$ cat src/rtl/i2c_stx_pkg.sv
package i2c_stx_pkg;
  localparam int unsigned STX_DATA_W = 8;
  localparam int unsigned STX_DEPTH  = 16;
  localparam int unsigned STX_CNT_W  = 7;
endpackage

$ cat src/rtl/stx_fifo.sv
module stx_fifo #(
  parameter int unsigned DATA_W = 8,
  parameter int unsigned DEPTH  = 16,
  localparam int unsigned PTR_W = (DEPTH > 1) ? $clog2(DEPTH) : 1,
  localparam int unsigned LVL_W = $clog2(DEPTH + 1)
) (
  input  logic              clk,
  input  logic              rst_n,
  input  logic              push,
  input  logic              pop,
  input  logic [DATA_W-1:0] din,
  output logic [DATA_W-1:0] head,
  output logic [LVL_W-1:0]  level,
  output logic              full,
  output logic              empty
);
  localparam logic [PTR_W-1:0] LAST_IDX = PTR_W'(DEPTH - 1);
  localparam logic [LVL_W-1:0] CAP      = LVL_W'(DEPTH);

  logic [DATA_W-1:0] store [DEPTH];
  logic [PTR_W-1:0]  wr_ptr, rd_ptr;
  logic [LVL_W-1:0]  fill_q;

  function automatic logic [PTR_W-1:0] bump(input logic [PTR_W-1:0] p);
    return (p == LAST_IDX) ? '0 : p + 1'b1;
  endfunction

  always_ff @(posedge clk) begin
    if (push) store[wr_ptr] <= din;
  end

  always_ff @(posedge clk or negedge rst_n) begin
    if (!rst_n) begin
      wr_ptr <= '0;
      rd_ptr <= '0;
      fill_q <= '0;
    end else begin
      if (push) wr_ptr <= bump(wr_ptr);
      if (pop)  rd_ptr <= bump(rd_ptr);
      unique case ({push, pop})
        2'b10:   fill_q <= fill_q + 1'b1;
        2'b01:   fill_q <= fill_q - 1'b1;
        default: fill_q <= fill_q;
      endcase
    end
  end

  assign head  = store[rd_ptr];
  assign level = fill_q;
  assign full  = (fill_q == CAP);
  assign empty = (fill_q == '0);


  push_grow_chk: assert property (@(posedge clk) disable iff (!rst_n)
    (push && !pop) |=> level == LVL_W'($past(level) + 1'b1));


  push_pop_hold_chk: assert property (@(posedge clk) disable iff (!rst_n)
    (push && pop) |=> level == $past(level));


  level_cap_chk: assert property (@(posedge clk) disable iff (!rst_n)
    level <= CAP);
endmodule

$ cat src/rtl/stx_shifter.sv
module stx_shifter #(
  parameter int unsigned DATA_W = 8,
  localparam int unsigned IDX_W = (DATA_W > 1) ? $clog2(DATA_W) : 1
) (
  input  logic              clk,
  input  logic              rst_n,
  input  logic              sess_start,
  input  logic              bit_req,
  input  logic              byte_done,
  input  logic              have_data,
  input  logic [DATA_W-1:0] head,
  output logic              sda,
  output logic              underrun
);
  logic [IDX_W-1:0] idx_q;
  logic [IDX_W-1:0] sel;
  logic             sda_q, und_q;

  assign sel = IDX_W'(DATA_W - 1) - idx_q;

  always_ff @(posedge clk or negedge rst_n) begin
    if (!rst_n) begin
      idx_q <= '0;
      sda_q <= 1'b1;
      und_q <= 1'b0;
    end else begin
      if (bit_req) begin
        if (have_data) begin
          sda_q <= head[sel];
          idx_q <= idx_q + 1'b1;
        end else begin
          sda_q <= 1'b1;
          und_q <= 1'b1;
        end
      end
      if (byte_done || sess_start) idx_q <= '0;
      if (sess_start) und_q <= 1'b0;
    end
  end

  assign sda      = sda_q;
  assign underrun = und_q;


  starve_chk: assert property (@(posedge clk) disable iff (!rst_n)
    (bit_req && !have_data && !sess_start) |=> (sda && underrun));


  msb_first_chk: assert property (@(posedge clk) disable iff (!rst_n)
    (bit_req && have_data && idx_q == '0) |=> sda == $past(head[DATA_W-1]));
endmodule

$ cat src/rtl/stx_sent_counter.sv
module stx_sent_counter #(
  parameter int unsigned CNT_W = 7
) (
  input  logic             clk,
  input  logic             rst_n,
  input  logic             clear,
  input  logic             inc,
  output logic [CNT_W-1:0] count
);
  logic [CNT_W-1:0] cnt_q;

  always_ff @(posedge clk or negedge rst_n) begin
    if (!rst_n)     cnt_q <= '0;
    else if (clear) cnt_q <= '0;
    else if (inc)   cnt_q <= cnt_q + 1'b1;
  end

  assign count = cnt_q;


  clear_chk: assert property (@(posedge clk) disable iff (!rst_n)
    clear |=> count == '0);


  step_wrap_chk: assert property (@(posedge clk) disable iff (!rst_n)
    (inc && !clear) |=> count == CNT_W'($past(count) + 1'b1));
endmodule

$ cat src/rtl/i2c_stx_path.sv
module i2c_stx_path
  import i2c_stx_pkg::*;
#(
  parameter int unsigned DATA_W = STX_DATA_W,
  parameter int unsigned DEPTH  = STX_DEPTH,
  parameter int unsigned CNT_W  = STX_CNT_W,
  localparam int unsigned LVL_W = $clog2(DEPTH + 1)
) (
  input  logic              clk,
  input  logic              rst_n,
  input  logic              wr_valid,
  output logic              wr_ready,
  input  logic [DATA_W-1:0] wr_data,
  input  logic              sess_start,
  input  logic              bit_req,
  input  logic              byte_done,
  output logic              sda_out,
  output logic [LVL_W-1:0]  level,
  output logic              full,
  output logic              empty,
  output logic [CNT_W-1:0]  sent_cnt,
  output logic              overflow,
  output logic              underrun
);
  logic              do_push, do_pop;
  logic [DATA_W-1:0] head_byte;
  logic              ovf_q;

  assign wr_ready = !full;
  assign do_push  = wr_valid && !full;
  assign do_pop   = byte_done && !empty;

  stx_fifo #(.DATA_W(DATA_W), .DEPTH(DEPTH)) u_fifo (
    .clk(clk), .rst_n(rst_n), .push(do_push), .pop(do_pop),
    .din(wr_data), .head(head_byte), .level(level),
    .full(full), .empty(empty)
  );

  stx_shifter #(.DATA_W(DATA_W)) u_shift (
    .clk(clk), .rst_n(rst_n), .sess_start(sess_start),
    .bit_req(bit_req), .byte_done(byte_done), .have_data(!empty),
    .head(head_byte), .sda(sda_out), .underrun(underrun)
  );

  stx_sent_counter #(.CNT_W(CNT_W)) u_cnt (
    .clk(clk), .rst_n(rst_n), .clear(sess_start), .inc(do_pop),
    .count(sent_cnt)
  );

  always_ff @(posedge clk or negedge rst_n) begin
    if (!rst_n)                ovf_q <= 1'b0;
    else if (wr_valid && full) ovf_q <= 1'b1;
  end
  assign overflow = ovf_q;


  drop_when_full_chk: assert property (@(posedge clk) disable iff (!rst_n)
    (wr_valid && full && !byte_done) |=> (level == $past(level) && overflow));


  ovf_sticky_chk: assert property (@(posedge clk) disable iff (!rst_n)
    overflow |=> overflow);


  bit_keeps_level_chk: assert property (@(posedge clk) disable iff (!rst_n)
    (bit_req && !byte_done && !wr_valid) |=> level == $past(level));
endmodule

$ cat config.mk
export PLATFORM = sky130hd
export DESIGN_NAME = i2c_stx_path
export DESIGN_NICKNAME = d
export VERILOG_FILES = /design/src/rtl/i2c_stx_pkg.sv /design/src/rtl/stx_fifo.sv /design/src/rtl/stx_shifter.sv /design/src/rtl/stx_sent_counter.sv /design/src/rtl/i2c_stx_path.sv
export SDC_FILE = /design/constraint.sdc
export NUM_CORES = 1
export LEC_CHECK = 0
export BUFFER_PORTS_ARGS = -buffer_cell sky130_fd_sc_hd__buf_4
export CORE_MARGIN = 5
export CORE_UTILIZATION = 61
export DETAILED_ROUTE_END_ITERATION = 8
export GPL_TIMING_DRIVEN = 0
export HOLD_SLACK_MARGIN = 0.05
export PLACE_DENSITY = 0.76
export SLEW_MARGIN = 20
export SYNTH_ARGS = -nofsm -noshare
export SYNTH_HDL_FRONTEND = slang
export SYNTH_SLANG_ARGS = --single-unit
$ cat constraint.sdc
create_clock -name clk -period 4.2 [get_ports clk]
set_input_delay 0.84 -clock clk [delete_from_list [all_inputs] [get_ports clk]]
set_output_delay 0.84 -clock clk [all_outputs]
set_load 0.02 [all_outputs]
==> results of run 1 <==
[worst register-to-register path: cells and delay by family (launching register included)]
kind,cells,cell delay (ps)
adder cells (fa/ha/maj),2,390
AND/OR/NAND/NOR,4,840
AO/OA/AOI/OAI,3,560
flip-flops,1,370
buffers and inverters,4,830
XOR/XNOR,3,420
[worst paths after layout]
kind                                    to  slack (ps)  cells after the start
setup / recovery           u_fifo.level[4]         680                     16
hold / removal              u_cnt.count[6]         210                      1
setup reg to reg           u_fifo.level[4]         680                     16
hold reg to reg                   overflow         460                      1
max in group asynchronous      u_shift.sda        3690                      1
min in group clk                  overflow         460                      1
[cells in the mapped netlist, types with 4 or more instances]
master / instances
mux4_2: 18
nand2_1: 25
nor3_1: 7
edfxtp_1: 128
a21o_1: 4
a31oi_1: 5
a21oi_1: 10
mux4_1: 4
buf_2: 5
xnor2_1: 5
mux2_2: 6
o221ai_1: 7
xor2_1: 12
o21ai_0: 8
nor2_1: 24
mux2i_1: 22
clkbuf_1: 10
nand2b_1: 4
ha_1: 11
dfrtp_1: 25
nand3_1: 6
inv_1: 5
[state kept, by name, indices dropped and copies added (netlist names)]
register	count
u_shift.idx_q	3
u_fifo.wr_ptr	4
u_fifo.level	5
u_fifo.rd_ptr	4
overflow	1
u_fifo.store	128
u_shift.sda	1
u_cnt.count	7
u_shift.underrun	1
[power by group through the flow]
stage	Sequential (mW)	Combinational (mW)	Clock [mW]
final	1.94	1.44	1.60
after global placement	1.96	1.39	0
after global routing	1.96	1.56	1.69
after floorplan	2.00	0.977	0
after detailed placement	1.97	1.43	0
after CTS	1.94	1.45	1.61
[cell families (layout without fill, tap and decap cells)]
kind of cell / Yosys count / after routing / synth area share [%]
AO/OA/AOI/OAI: 47 / 47 / 5.04
buffers and inverters: 28 / 91 / 2.14
adder cells (fa/ha/maj): 11 / 11 / 2.14
flip-flops: 154 / 154 / 69.9
multiplexers: 50 / 50 / 12.4
XOR/XNOR: 17 / 17 / 2.32
AND/OR/NAND/NOR: 82 / 82 / 6.00
[cell type report]
class | instances | area (µm²)
Fill cell | 626 | 2850
Inverter | 7 | 26.3
Multi-Input combinational cell | 207 | 1810
Tap cell | 136 | 170
Clock inverter | 14 | 203
Sequential cell | 154 | 4500
Timing Repair Buffer | 31 | 233
Clock buffer | 18 | 418
Buffer | 21 | 111
[routing by layer]
metal | vias to the layer above | share of wire, %
met5 | - | 0
li1 | 1619 | -
met4 | 0 | 1.8
met1 | 1830 | 42
met3 | 22 | 6.6
met2 | 129 | 50
==> results_dict.tcl, run 1 <==
set metrics [dict create \
    core_um2 10300 \
    gp_congestion 0.867 \
    power.internal_mw 3.49 \
    dieArea_um2 12700 \
    path_delay_family "simple AND/OR/NAND/NOR gates" \
    crit_buf_inv 4 \
    outcome "completed" \
    slew_violations 0 \
    worst_slew_pin_slew_ps 938 \
    num_rows 37 \
    yosysSeqAreaShare_pct 69.9 \
    grt_use_met3_pct 6.58 \
    cts_buffer_depth 2 \
    vias 3600 \
    yosysWarnings 0 \
    netlist_area_um2 6430 \
    drc 0 \
    busiest_layer "met2" \
    antenna_found_initial 0 \
    utilization_pct 72.4 \
    ioPinCount 32 \
    mostFrequentLayoutCells "128 x edfxtp_1, 32 x buf_4, 25 x nand2_1, 25 x dfrtp_1, 24 x nor2_1" \
    area_growth_pct 16.2 \
    cts_setup_buffers 0 \
    synthTopCellsByArea "edfxtp_1 60%, dfrtp_1 9.7%, mux4_2 6.3%, mux2i_1 3.4%, ha_1 2.1%" \
    grt_pass1_vias 3643 \
    antenna_cells 0 \
    io_buffers 31 \
    drtIter0Drc 265 \
    grt_pass1_wl_um 20300 \
    place_area_um2 6850 \
    insertion_delay_ps 530 \
    hold_slack_ps 212 \
    finalPower_mw 4.97 \
    die_w_um 113 \
    final_cells 588 \
    yosysUniqueCellTypes 48 \
    met2_usage_pct 33.6 \
    crit_path_start "u_fifo.level[1]" \
    crit_type "reg -> reg" \
    start_util_pct 62.3 \
    dp_slack_ps 704 \
    clock-sinks 154 \
    final.setup_skew_ps 6.86 \
    cts-root-buf "clkbuf_8" \
    yosysTopAreaCell "edfxtp_1" \
    period_minus_slack_ps 3520 \
    wl_um 12700 \
    synth_fp_nets 414 \
    p_leak_nw 2.72 \
    synthFlopType "edfxtp_1" \
    end_kind "register" \
    max_freq_mhz 284 \
    cts-resized-gates 0 \
    worstPathRequired_ps 4610 \
    grt_use_met1_pct 29.5 \
    drv_cap 0 \
    placedCellCount 556 \
    rsz0062_at_grt "no" \
    power.density_nw_per_um2 666 \
    peakVddDrop_mv 0.427 \
    fin_area_um2 7470 \
    crit_fanout 9 \
    slew_headroom_pct 37.2 \
    cts_max_level 4 \
    numCtsBuffers 17 \
    p_sw_mw 1.49 \
    p_clk_share_pct 32.1 \
    grt_usage_pct 21.7 \
    layout_commonest_cell "edfxtp_1" \
    dpl.hpwl_um 8330 \
    drtAntennaViolNets 0 \
    synth_cells 389 \
    period_share_pct 83.7 \
    pwr-share-seq_pct 39.0 \
    cpPeakStageDelay_ps 430 \
    power_frac_comb_pct 28.9 \
    synth.top_cell.area_share_pct 59.8 \
    first_pass_iters 5 \
    async_flop_share_pct 16.9 \
    worstPathArrival_ps 3930 \
    timing.final.ws_setup_ps 684 \
    rr_startpoint "u_fifo.level[1]" \
    synth_edf_count 128 \
    swShare_pct 29.9 \
    hold_buffers 0 \
    grt_overflow 0 \
    cts_tree "done" \
    synth_seq_cells 154 \
    dieHeight_um 113 \
    num-nets-final 464 \
    grt_max_degree 27 \
    post_drt_wl_per_cell_um 21.7 \
    critPathSlowestCell "nor4_1" \
    avgSynthCellArea_um2 16.5 \
    drive_above_1_share_pct 22.8 \
    crit_chain "clkbuf_1, nor4_1, nand2_1, and2_1, clkbuf_1, inv_2, ha_1, clkbuf_1, xor2_1, ha_1, o21a_1, o22a_1, a21oi_1, xor2_1, nor2_1, xor2_1" \
    detail_route.vias_per_cell 6.12 \
    hold_class "in -> async" \
    tns_ps 0 \
    hold_viol_final 0 \
    setup_viol 0 \
    path_clk_slew_ps 60 \
    startpoint_type "register" \
]
Power figures use the tool's default switching activity.
==> run 2: changes to the inputs <==
==> constraint.sdc (replaced) <==
create_clock -name clk -period 3.6 [get_ports clk]
set_input_delay 0.72 -clock clk [delete_from_list [all_inputs] [get_ports clk]]
set_output_delay 0.72 -clock clk [all_outputs]
set_load 0.02 [all_outputs]
==> run 2 against run 1 <==
Count of clock-buffer cells in the layout unchanged. Sequential power up 16%. Flip-flop and latch count unchanged. Maximum frequency up 5.4%. First-iteration DRC count up 1.1%. Highest routed layer unchanged. Final area up 0.10%. Sequential share of layout area down 0.060 points. Register-to-register slack worse by 420 ps.
==> results_dict.tcl, run 2 (synthesis results as in run 1) <==
set metrics [dict create \
    outcome "completed" \
    period_share_pct 92.6 \
    tns_ps 0 \
    num-nets-final 464 \
    drtAntennaViolNets 0 \
    crit_chain "clkbuf_1, nor4_2, nand2b_1, nand2_1, inv_2, ha_1, clkbuf_2, xor2_1, ha_1, o21a_1, o22a_1, a21oi_1, xor2_1, nor2_1, xor2_1" \
    hold_buffers 0 \
    clock-sinks 154 \
    path_clk_slew_ps 60 \
    layout_commonest_cell "edfxtp_1" \
    antenna_found_initial 0 \
    vias 3605 \
    core_um2 10300 \
    num_rows 37 \
    critPathSlowestCell "dfrtp_1" \
    hold_class "in -> async" \
    power.density_nw_per_um2 777 \
    drtIter0Drc 268 \
    hold_viol_final 0 \
    end_kind "register" \
    p_leak_nw 2.72 \
    worstPathRequired_ps 4020 \
    place_area_um2 6850 \
    numCtsBuffers 17 \
    slew_violations 0 \
    crit_top_cell "xor2_1" \
    setup_viol 0 \
    crit_type "reg -> reg" \
    wl_um 12800 \
    grt_pass1_vias 3643 \
    drc 0 \
    dpl.hpwl_um 8330 \
    final.setup_skew_ps 6.52 \
    crit_fanout 11 \
    worstPathArrival_ps 3750 \
    grt_pass1_wl_um 20300 \
    insertion_delay_ps 530 \
    first_pass_iters 8 \
    post_drt_wl_per_cell_um 21.7 \
    gp_congestion 0.867 \
    worst-r2r-cell-count 15 \
    antenna_cells 0 \
    period_minus_slack_ps 3330 \
    ioPinCount 32 \
    regMostFlops "u_fifo.store" \
    area_growth_pct 16.4 \
    placedCellCount 556 \
    utilization_pct 72.4 \
    final_cells 588 \
    dieArea_um2 12700 \
    cts_buffer_depth 2 \
    cts-root-buf "clkbuf_8" \
    grt_max_degree 27 \
    start_util_pct 62.3 \
    cts_tree "done" \
    drv_cap 0 \
    io_buffers 31 \
    grt_usage_pct 21.7 \
    peakVddDrop_mv 0.498 \
    dieHeight_um 113 \
    rsz0062_at_grt "no" \
    die_w_um 113 \
    slew_headroom_pct 37.1 \
    finalPower_mw 5.81 \
    max_freq_mhz 300 \
    mostFrequentLayoutCells "128 x edfxtp_1, 32 x buf_4, 25 x nand2_1, 25 x dfrtp_1, 24 x nor2_1" \
    worst_slew_pin_slew_ps 939 \
    cpPeakStageDelay_ps 370 \
    largest_reg_flops 128 \
    cts_max_level 4 \
    detail_route.vias_per_cell 6.13 \
    drive_above_1_share_pct 23.2 \
    startpoint_type "register" \
    grt_overflow 0 \
    fin_area_um2 7480 \
]
## run 2: cell count changes in the layout (fill, tap and decap cells not counted)
cell and change:
nor4_1 -1, nor4_2 +1, clkbuf_2 +1, clkbuf_1 -1
## run 2: through the flow
step                      hold slack, ps  setup WS [ps]
final                               90.5            265
after global routing                 110           18.8
after CTS                           81.7           59.5
after detailed placement             455            104
after global placement               440            176
after floorplan                      424            239
## run 2: report_power, final
group	total (mW)	internal, mW	leakage [nW]	switching, mW
logic	1.68	0.717	0.938	0.968
registers	2.26	2.17	1.49	0.0975
clock network	1.86	1.19	0.300	0.676
## run 2: worst paths after layout
kind	startpoint	endpoint	slack (ps)
worst min register to register	overflow	overflow	460
worst max-delay path	u_fifo.level[1]	u_fifo.level[4]	270
worst max register to register	u_fifo.level[1]	u_fifo.level[4]	270
min in group clk	sess_start	u_shift.idx_q[2]	360
worst min-delay path	rst_n	u_cnt.count[6]	90
max in group asynchronous	rst_n	u_shift.sda	3210
## run 2: timing repair
| item | CTS | global route |
|---|---|---|
| setup endpoints to repair | 0 | 1 |
| resized for setup | 0 | 3 |
| setup buffers | 0 | 0 |
## run 2: layout make-up
type	count	area [µm²]
clock inverters	14	203
multi-input cells	207	1820
inverters	7	26.3
fillers	623	2850
clock buffers	18	418
flip-flops and latches	154	4500
repair buffers	31	233
well taps	136	170
plain buffers	21	113
## run 2: worst max-delay path, delay by kind of cell, from the launching register on
family / cells / cell delay, ps
buffers and inverters: 3 / 520
DFF: 1 / 370
AOI/OAI and AO/OA: 3 / 560
xor gates and xnor gates: 3 / 470
and+or+nand+nor: 4 / 860
adders and majority gates: 2 / 430
## run 2: routing by layer
metal	share of wire [%]	track usage (%)	vias to the layer above
met4	1.8	7.77	0
met5	0	0	-
met3	7.1	6.58	21
li1	-	-	1620
met1	42	29.5	1826
met2	50	33.6	138
